**src/rtl/oneshot_pkg.sv**
```systemverilog
`timescale 1ns/1ps
package oneshot_pkg;
  localparam int unsigned SYNC_DEPTH = 2;

  typedef struct packed {
    logic rise_in;
    logic fall_in;
    logic clr_n;
  } ctl_t;

  // Reset level chosen so that no edge seen after reset can qualify.
  localparam ctl_t CTL_SAFE = '{rise_in: 1'b1, fall_in: 1'b0, clr_n: 1'b0};
endpackage

```
**src/rtl/oneshot_rstsync.sv**
```systemverilog
`timescale 1ns/1ps
module oneshot_rstsync #(
  parameter int unsigned DEPTH = 2
) (
  input  logic clk,
  input  logic rst_n,
  output logic rst_n_o
);
  logic [DEPTH-1:0] chain_q;
  logic [DEPTH-1:0] chain_d;

  always_comb begin
    chain_d = {chain_q[DEPTH-2:0], 1'b1};
  end

  always_ff @(posedge clk or negedge rst_n) begin
    if (!rst_n) chain_q <= '0;
    else        chain_q <= chain_d;
  end

  assign rst_n_o = chain_q[DEPTH-1];
endmodule

```
**src/rtl/oneshot_sync.sv**
```systemverilog
`timescale 1ns/1ps
module oneshot_sync #(
  parameter int unsigned     DEPTH   = 2,
  parameter int unsigned     W       = 3,
  parameter logic [W-1:0]    RST_VAL = '0
) (
  input  logic         clk,
  input  logic         rst_n,
  input  logic [W-1:0] d_i,
  output logic [W-1:0] q_o
);
  logic [W-1:0] stg_q [DEPTH];
  logic [W-1:0] stg_d [DEPTH];

  for (genvar gi = 0; gi < DEPTH; gi++) begin : g_stage
    if (gi == 0) begin : g_first
      always_comb stg_d[gi] = d_i;
    end else begin : g_next
      always_comb stg_d[gi] = stg_q[gi-1];
    end

    always_ff @(posedge clk or negedge rst_n) begin
      if (!rst_n) stg_q[gi] <= RST_VAL;
      else        stg_q[gi] <= stg_d[gi];
    end
  end

  assign q_o = stg_q[DEPTH-1];
endmodule

```
**src/rtl/oneshot_qual.sv**
```systemverilog
`timescale 1ns/1ps
module oneshot_qual
  import oneshot_pkg::*;
(
  input  logic clk,
  input  logic rst_n,
  input  ctl_t sync_i,
  output logic trig_o,
  output logic clr_ok_o
);
  ctl_t prev_q;
  logic rise_v;
  logic fall_v;

  always_comb begin
    rise_v = sync_i.rise_in & ~prev_q.rise_in & sync_i.fall_in & sync_i.clr_n;
    fall_v = ~sync_i.fall_in & prev_q.fall_in & ~sync_i.rise_in & sync_i.clr_n;
  end

  always_ff @(posedge clk or negedge rst_n) begin
    if (!rst_n) prev_q <= CTL_SAFE;
    else        prev_q <= sync_i;
  end

  assign trig_o   = rise_v | fall_v;
  assign clr_ok_o = sync_i.clr_n;



  trig_excl_chk: assert property (@(posedge clk) disable iff (!rst_n)
    $onehot0({rise_v, fall_v}));


  clr_block_chk: assert property (@(posedge clk) disable iff (!rst_n)
    !clr_ok_o |-> !trig_o);
endmodule

```
**src/rtl/oneshot_timer.sv**
```systemverilog
`timescale 1ns/1ps
module oneshot_timer #(
  parameter int unsigned CW = 8
) (
  input  logic          clk,
  input  logic          rst_n,
  input  logic          trig_i,
  input  logic          clr_ok_i,
  input  logic          no_retrig_i,
  input  logic [CW-1:0] width_i,
  output logic          pulse_o
);
  logic          q_q, q_d;
  logic [CW-1:0] cnt_q, cnt_d;
  logic          accept;
  logic          upd_en;
  logic [CW-1:0] load_val;

  always_comb begin
    accept   = trig_i & ~(no_retrig_i & q_q);
    load_val = (width_i == '0) ? CW'(1) : width_i;
    upd_en   = ~clr_ok_i | accept | q_q;
    q_d      = q_q;
    cnt_d    = cnt_q;
    if (!clr_ok_i) begin
      q_d   = 1'b0;
      cnt_d = '0;
    end else if (accept) begin
      q_d   = 1'b1;
      cnt_d = load_val;
    end else if (q_q) begin
      if (cnt_q <= CW'(1)) begin
        q_d   = 1'b0;
        cnt_d = '0;
      end else begin
        cnt_d = cnt_q - CW'(1);
      end
    end
  end

  always_ff @(posedge clk or negedge rst_n) begin
    if (!rst_n) begin
      q_q   <= 1'b0;
      cnt_q <= '0;
    end else if (upd_en) begin
      q_q   <= q_d;
      cnt_q <= cnt_d;
    end
  end

  assign pulse_o = q_q;


  clr_cut_chk: assert property (@(posedge clk) disable iff (!rst_n)
    !clr_ok_i |=> !q_q);


  trig_set_chk: assert property (@(posedge clk) disable iff (!rst_n)
    trig_i && clr_ok_i && !q_q |=> q_q);


  retrig_load_chk: assert property (@(posedge clk) disable iff (!rst_n)
    trig_i && clr_ok_i && q_q && !no_retrig_i |=>
      q_q && cnt_q == (($past(width_i) == '0) ? CW'(1) : $past(width_i)));


  retrig_ignore_chk: assert property (@(posedge clk) disable iff (!rst_n)
    trig_i && clr_ok_i && q_q && no_retrig_i && cnt_q > CW'(1) |=>
      cnt_q == $past(cnt_q) - CW'(1));


  width_hold_chk: assert property (@(posedge clk) disable iff (!rst_n)
    q_q && cnt_q > CW'(1) && clr_ok_i |=> q_q);


  width_end_chk: assert property (@(posedge clk) disable iff (!rst_n)
    q_q && cnt_q == CW'(1) && !trig_i |=> !q_q);
endmodule

```
**src/rtl/oneshot_pulse.sv**
```systemverilog
`timescale 1ns/1ps
module oneshot_pulse
  import oneshot_pkg::*;
#(
  parameter int unsigned CNT_W = 8
) (
  input  logic             clk,
  input  logic             rst_n,
  input  logic             trig_rise_i,
  input  logic             trig_fall_i,
  input  logic             clr_n_i,
  input  logic             no_retrig_i,
  input  logic [CNT_W-1:0] width_i,
  output logic             pulse_o,
  output logic             pulse_n_o
);
  localparam int unsigned CTL_W = $bits(ctl_t);

  logic rst_n_s;
  ctl_t raw_ctl;
  ctl_t sync_ctl;
  logic trig;
  logic clr_ok;
  logic pulse;

  always_comb begin
    raw_ctl.rise_in = trig_rise_i;
    raw_ctl.fall_in = trig_fall_i;
    raw_ctl.clr_n   = clr_n_i;
  end

  oneshot_rstsync #(.DEPTH(SYNC_DEPTH)) u_rstsync (
    .clk     (clk),
    .rst_n   (rst_n),
    .rst_n_o (rst_n_s)
  );

  oneshot_sync #(
    .DEPTH   (SYNC_DEPTH),
    .W       (CTL_W),
    .RST_VAL (CTL_SAFE)
  ) u_sync (
    .clk   (clk),
    .rst_n (rst_n_s),
    .d_i   (raw_ctl),
    .q_o   (sync_ctl)
  );

  oneshot_qual u_qual (
    .clk      (clk),
    .rst_n    (rst_n_s),
    .sync_i   (sync_ctl),
    .trig_o   (trig),
    .clr_ok_o (clr_ok)
  );

  oneshot_timer #(.CW(CNT_W)) u_timer (
    .clk         (clk),
    .rst_n       (rst_n_s),
    .trig_i      (trig),
    .clr_ok_i    (clr_ok),
    .no_retrig_i (no_retrig_i),
    .width_i     (width_i),
    .pulse_o     (pulse)
  );

  assign pulse_o   = pulse;
  assign pulse_n_o = ~pulse;
endmodule

```
**config.mk**
```make
export PLATFORM = sky130hd
export DESIGN_NAME = oneshot_pulse
export DESIGN_NICKNAME = d
export VERILOG_FILES = /design/src/rtl/oneshot_pkg.sv /design/src/rtl/oneshot_rstsync.sv /design/src/rtl/oneshot_sync.sv /design/src/rtl/oneshot_qual.sv /design/src/rtl/oneshot_timer.sv /design/src/rtl/oneshot_pulse.sv
export SDC_FILE = /design/constraint.sdc
export NUM_CORES = 1
export LEC_CHECK = 0
export BUFFER_PORTS_ARGS = -buffer_cell sky130_fd_sc_hd__buf_2
export CAP_MARGIN = 20
export CORE_UTILIZATION = 30
export CTS_BUF_LIST = sky130_fd_sc_hd__clkbuf_8
export DETAILED_ROUTE_END_ITERATION = 6
export PLACE_DENSITY = 0.54
export SLEW_MARGIN = 20
export SYNTH_ARGS = -nofsm -noshare
export SYNTH_HDL_FRONTEND = slang
export SYNTH_SLANG_ARGS = --single-unit
```
**constraint.sdc**
```tcl
create_clock -name clk -period 0.8 [get_ports clk]
set_clock_uncertainty 0.05 [all_clocks]
set_input_delay 0.16 -clock clk [delete_from_list [all_inputs] [get_ports clk]]
set_output_delay 0.16 -clock clk [all_outputs]
set_load 0.01 [all_outputs]
```
==> out/metrics.cfg <==
[logic_synthesis]
synth_cells=101
ys_seq_area_share_pct=45.11
ys_warn_count=0
synth.area.top_cells=dfrtp_1 38%, dfstp_2 7.4%, nand2_1 3.5%
yosys.area_share.simple_pct=23.56
synth_top_family_by_area=simple AND/OR/NAND/NOR gates
syn_avg_cell_area_um2=10.52
synth_xor_area_share_pct=1.649
synth-seq-cells=19
synth_compound_gate_area_share_pct=22.14
synthMuxAreaShare_pct=0
netlist_area_mm2=0.001062
synth_fa_ha_area_share_pct=2.356
synth_cell_types=43
yosys.area.top_type=dfrtp_1
netlist.area_leader.share_pct=37.69
synth_nets=117

[clocking]
clk_pin_slew_ps=80
clk_latency_ps=260
numCtsBuffers=3
h-tree-depth=1
cts_tree=built
clockRootBuffer=clkbuf_8
cts_sinks=19
cts_max_path_buffers=2

[outcome]
status=finished with violations
violations=setup timing

[timing]
fin_crit_sh_pct=209.7
fin_tns_setup_ps=-7966
setup_ws_ps=-877.7
timing.fmax_mhz=596.1
hold_viol_final=0
setup_viol=11
rsz0062_at_grt=true
min_period_ps=1678
finalMaxSlewViolations=0

[detailed_routing]
vias=1005
postRouteAntennaNets=0
via_per_inst=4.926
wirelength_mm=2.862
drtPass1Iterations=4
wl_per_cell_um=14.03
initialDrtViolationCount=45
drc_errors=0

[global_routing]
grt_max_degree=12
grt_pass1_vias=1011
grt_use_total_pct=17.30
grt-ovfl-total=0
grt_pass1_wl_mm=4.754
antenna_found_initial=0

[worst_setup_path]
timing.rr.start=u_timer.cnt_q[1]
rrSetupSlack_ps=-880
r2r-end=u_timer.cnt_q[3]
worstSetupPathType=reg2reg
arrival_ps=1800
end_kind=flop
cp-start-kind=flop
cp_max_fo=6
r2r_cells=6
cp.required_ps=920

[worst_hold_path]
min_path_type=reg2async

[floorplan]
die_h_um=61.51
rows=21
die_w_um=61.51
initial_core_util_pct=31.58
dieArea_mm2=0.003783
io_pins=16
core-area_mm2=0.003363

[pwr]
peakVddDrop_v=0.001557
p_leak_nw=0.7311
cellPowerDensity_mw_per_mm2=1891

[cells_and_area]
drive_gt1_share_pct=55.70
final_cells=204
layout_commonest_cell=buf_4
area_growth_pct=59.72
insertedDiodeCount=0
nets=175
layout_common_cells=29 x buf_4, 15 x dfrtp_1, 13 x buf_2

[placement]
routabilityCongestion=0.7879
dpl.hpwl_mm=2.046
placed_cells=188
portBuffers=15

[job]
maxCapViolCount=0

## cell type report
class | count | area [µm²]
Clock buffer | 3 | 41.29
Tap cell | 46 | 57.56
Timing Repair Buffer | 57 | 446.7
Clock inverter | 1 | 5.005
Multi-Input combinational cell | 74 | 650.6
Inverter | 4 | 15.01
Sequential cell | 19 | 480.5
Fill cell | 320 | 1667
## flip-flops by register name, summed over array words and instances (netlist names)
name / cells
u_rstsync.chain_q: 2
u_sync.stg_d: 3
u_qual.prev_q: 2
u_sync.q_o: 3
u_timer.pulse_o: 1
u_timer.cnt_q: 8
## timing repair
| action | CTS | global route |
|---|---|---|
| endpoints found under the hold margin | 5 | 0 |
| setup endpoints to repair | 11 | 11 |
| pin swaps | 10 | 6 |
| resized for setup | 14 | 12 |
| hold buffers | 4 | 0 |
| setup buffers | 5 | 3 |
| gates cloned | 1 | 0 |
## routing by layer
metal	vias to the layer above	GRT usage, %	share of wire, %
li1	487	-	-
met1	493	22.72	47
met2	23	28.42	49
met3	2	4.622	3.7
met4	0	4.127	0.28
met5	-	0	0
## worst max-delay path by stage
stage	endpoint	from	slack, ps	depth (start not counted)
2_1_floorplan	u_timer.cnt_q[3]	u_timer.cnt_q[1]	-900	6
3_3_place_gp	u_timer.cnt_q[3]	u_timer.cnt_q[0]	-890	5
3_5_place_dp	u_timer.cnt_q[3]	u_timer.cnt_q[0]	-940	5
4_1_cts	u_timer.cnt_q[3]	u_timer.cnt_q[1]	-890	6
5_1_grt	u_timer.cnt_q[3]	u_timer.cnt_q[1]	-920	6
6_report	u_timer.cnt_q[3]	u_timer.cnt_q[1]	-880	6
## worst max-delay path, stage by stage (launching register included)
cell,delay (ps)
dfrtp_1,380
inv_2,80
ha_4,160
o21ba_4,210
and3b_4,190
or3_1,320
a311oi_2,200
## cells in the mapped netlist
master     count
dfrtp_1       16
nand2_1       10
a31oi_1        5
o21ai_0        5
inv_1          4
nor3_1         4
or3_1          4
dfstp_2        3
nand3_1        3
a211oi_1       2
a21oi_1        2
a2bb2oi_1      2
and2_1         2
buf_2          2
buf_6          2
ha_1           2
nor2_1         2
nor4_1         2
o21a_1         2
o21bai_1       2
o32ai_2        2
xnor2_1        2
a21bo_2        1
a21oi_4        1
a311oi_1       1
a32o_1         1
and2b_1        1
and3b_4        1
clkbuf_1       1
conb_1         1
nand2b_1       1
nand3b_1       1
nor2b_1        1
nor3_4         1
nor3b_1        1
nor4_4         1
nor4b_1        1
nor4bb_1       1
o21ba_1        1
o21ba_2        1
o32ai_1        1
or3b_1         1
or4_1          1
## per-stage QoR
step / hold WS [ps] / util [%] / setup WS (ps) / instance area (µm²) / total power [mW]
2_1_floorplan: -185.6 / - / -898.5 / 1119 / 1.879
3_3_place_gp: -102.6 / 42.86 / -893.4 / 1441 / 2.285
3_5_place_dp: -101.4 / 42.86 / -942.2 / 1441 / 2.304
4_1_cts: 115.9 / 48.40 / -886.0 / 1628 / 3.106
5_1_grt: 142.9 / 50.45 / -921.4 / 1697 / 3.403
6_report: 112.6 / 50.45 / -877.7 / 1697 / 3.208
## kinds of logic (layout without fill, tap and decap cells)
| group | count (synthesis) | count (layout) |
|---|---|---|
| fa+ha+maj | 2 | 2 |
| compound gates | 29 | 30 |
| simple gates | 39 | 39 |
| other cells | 1 | 1 |
| flops | 19 | 19 |
| buf+inv | 9 | 65 |
| xor+xnor | 2 | 2 |
## report_power, final
part | internal (mW) | switching [mW]
Clock | 0.346 | 0.328
Sequential | 1.05 | 0.0792
Combinational | 0.790 | 0.614
Total | 2.19 | 1.02
(Power assumes the default switching activity.)
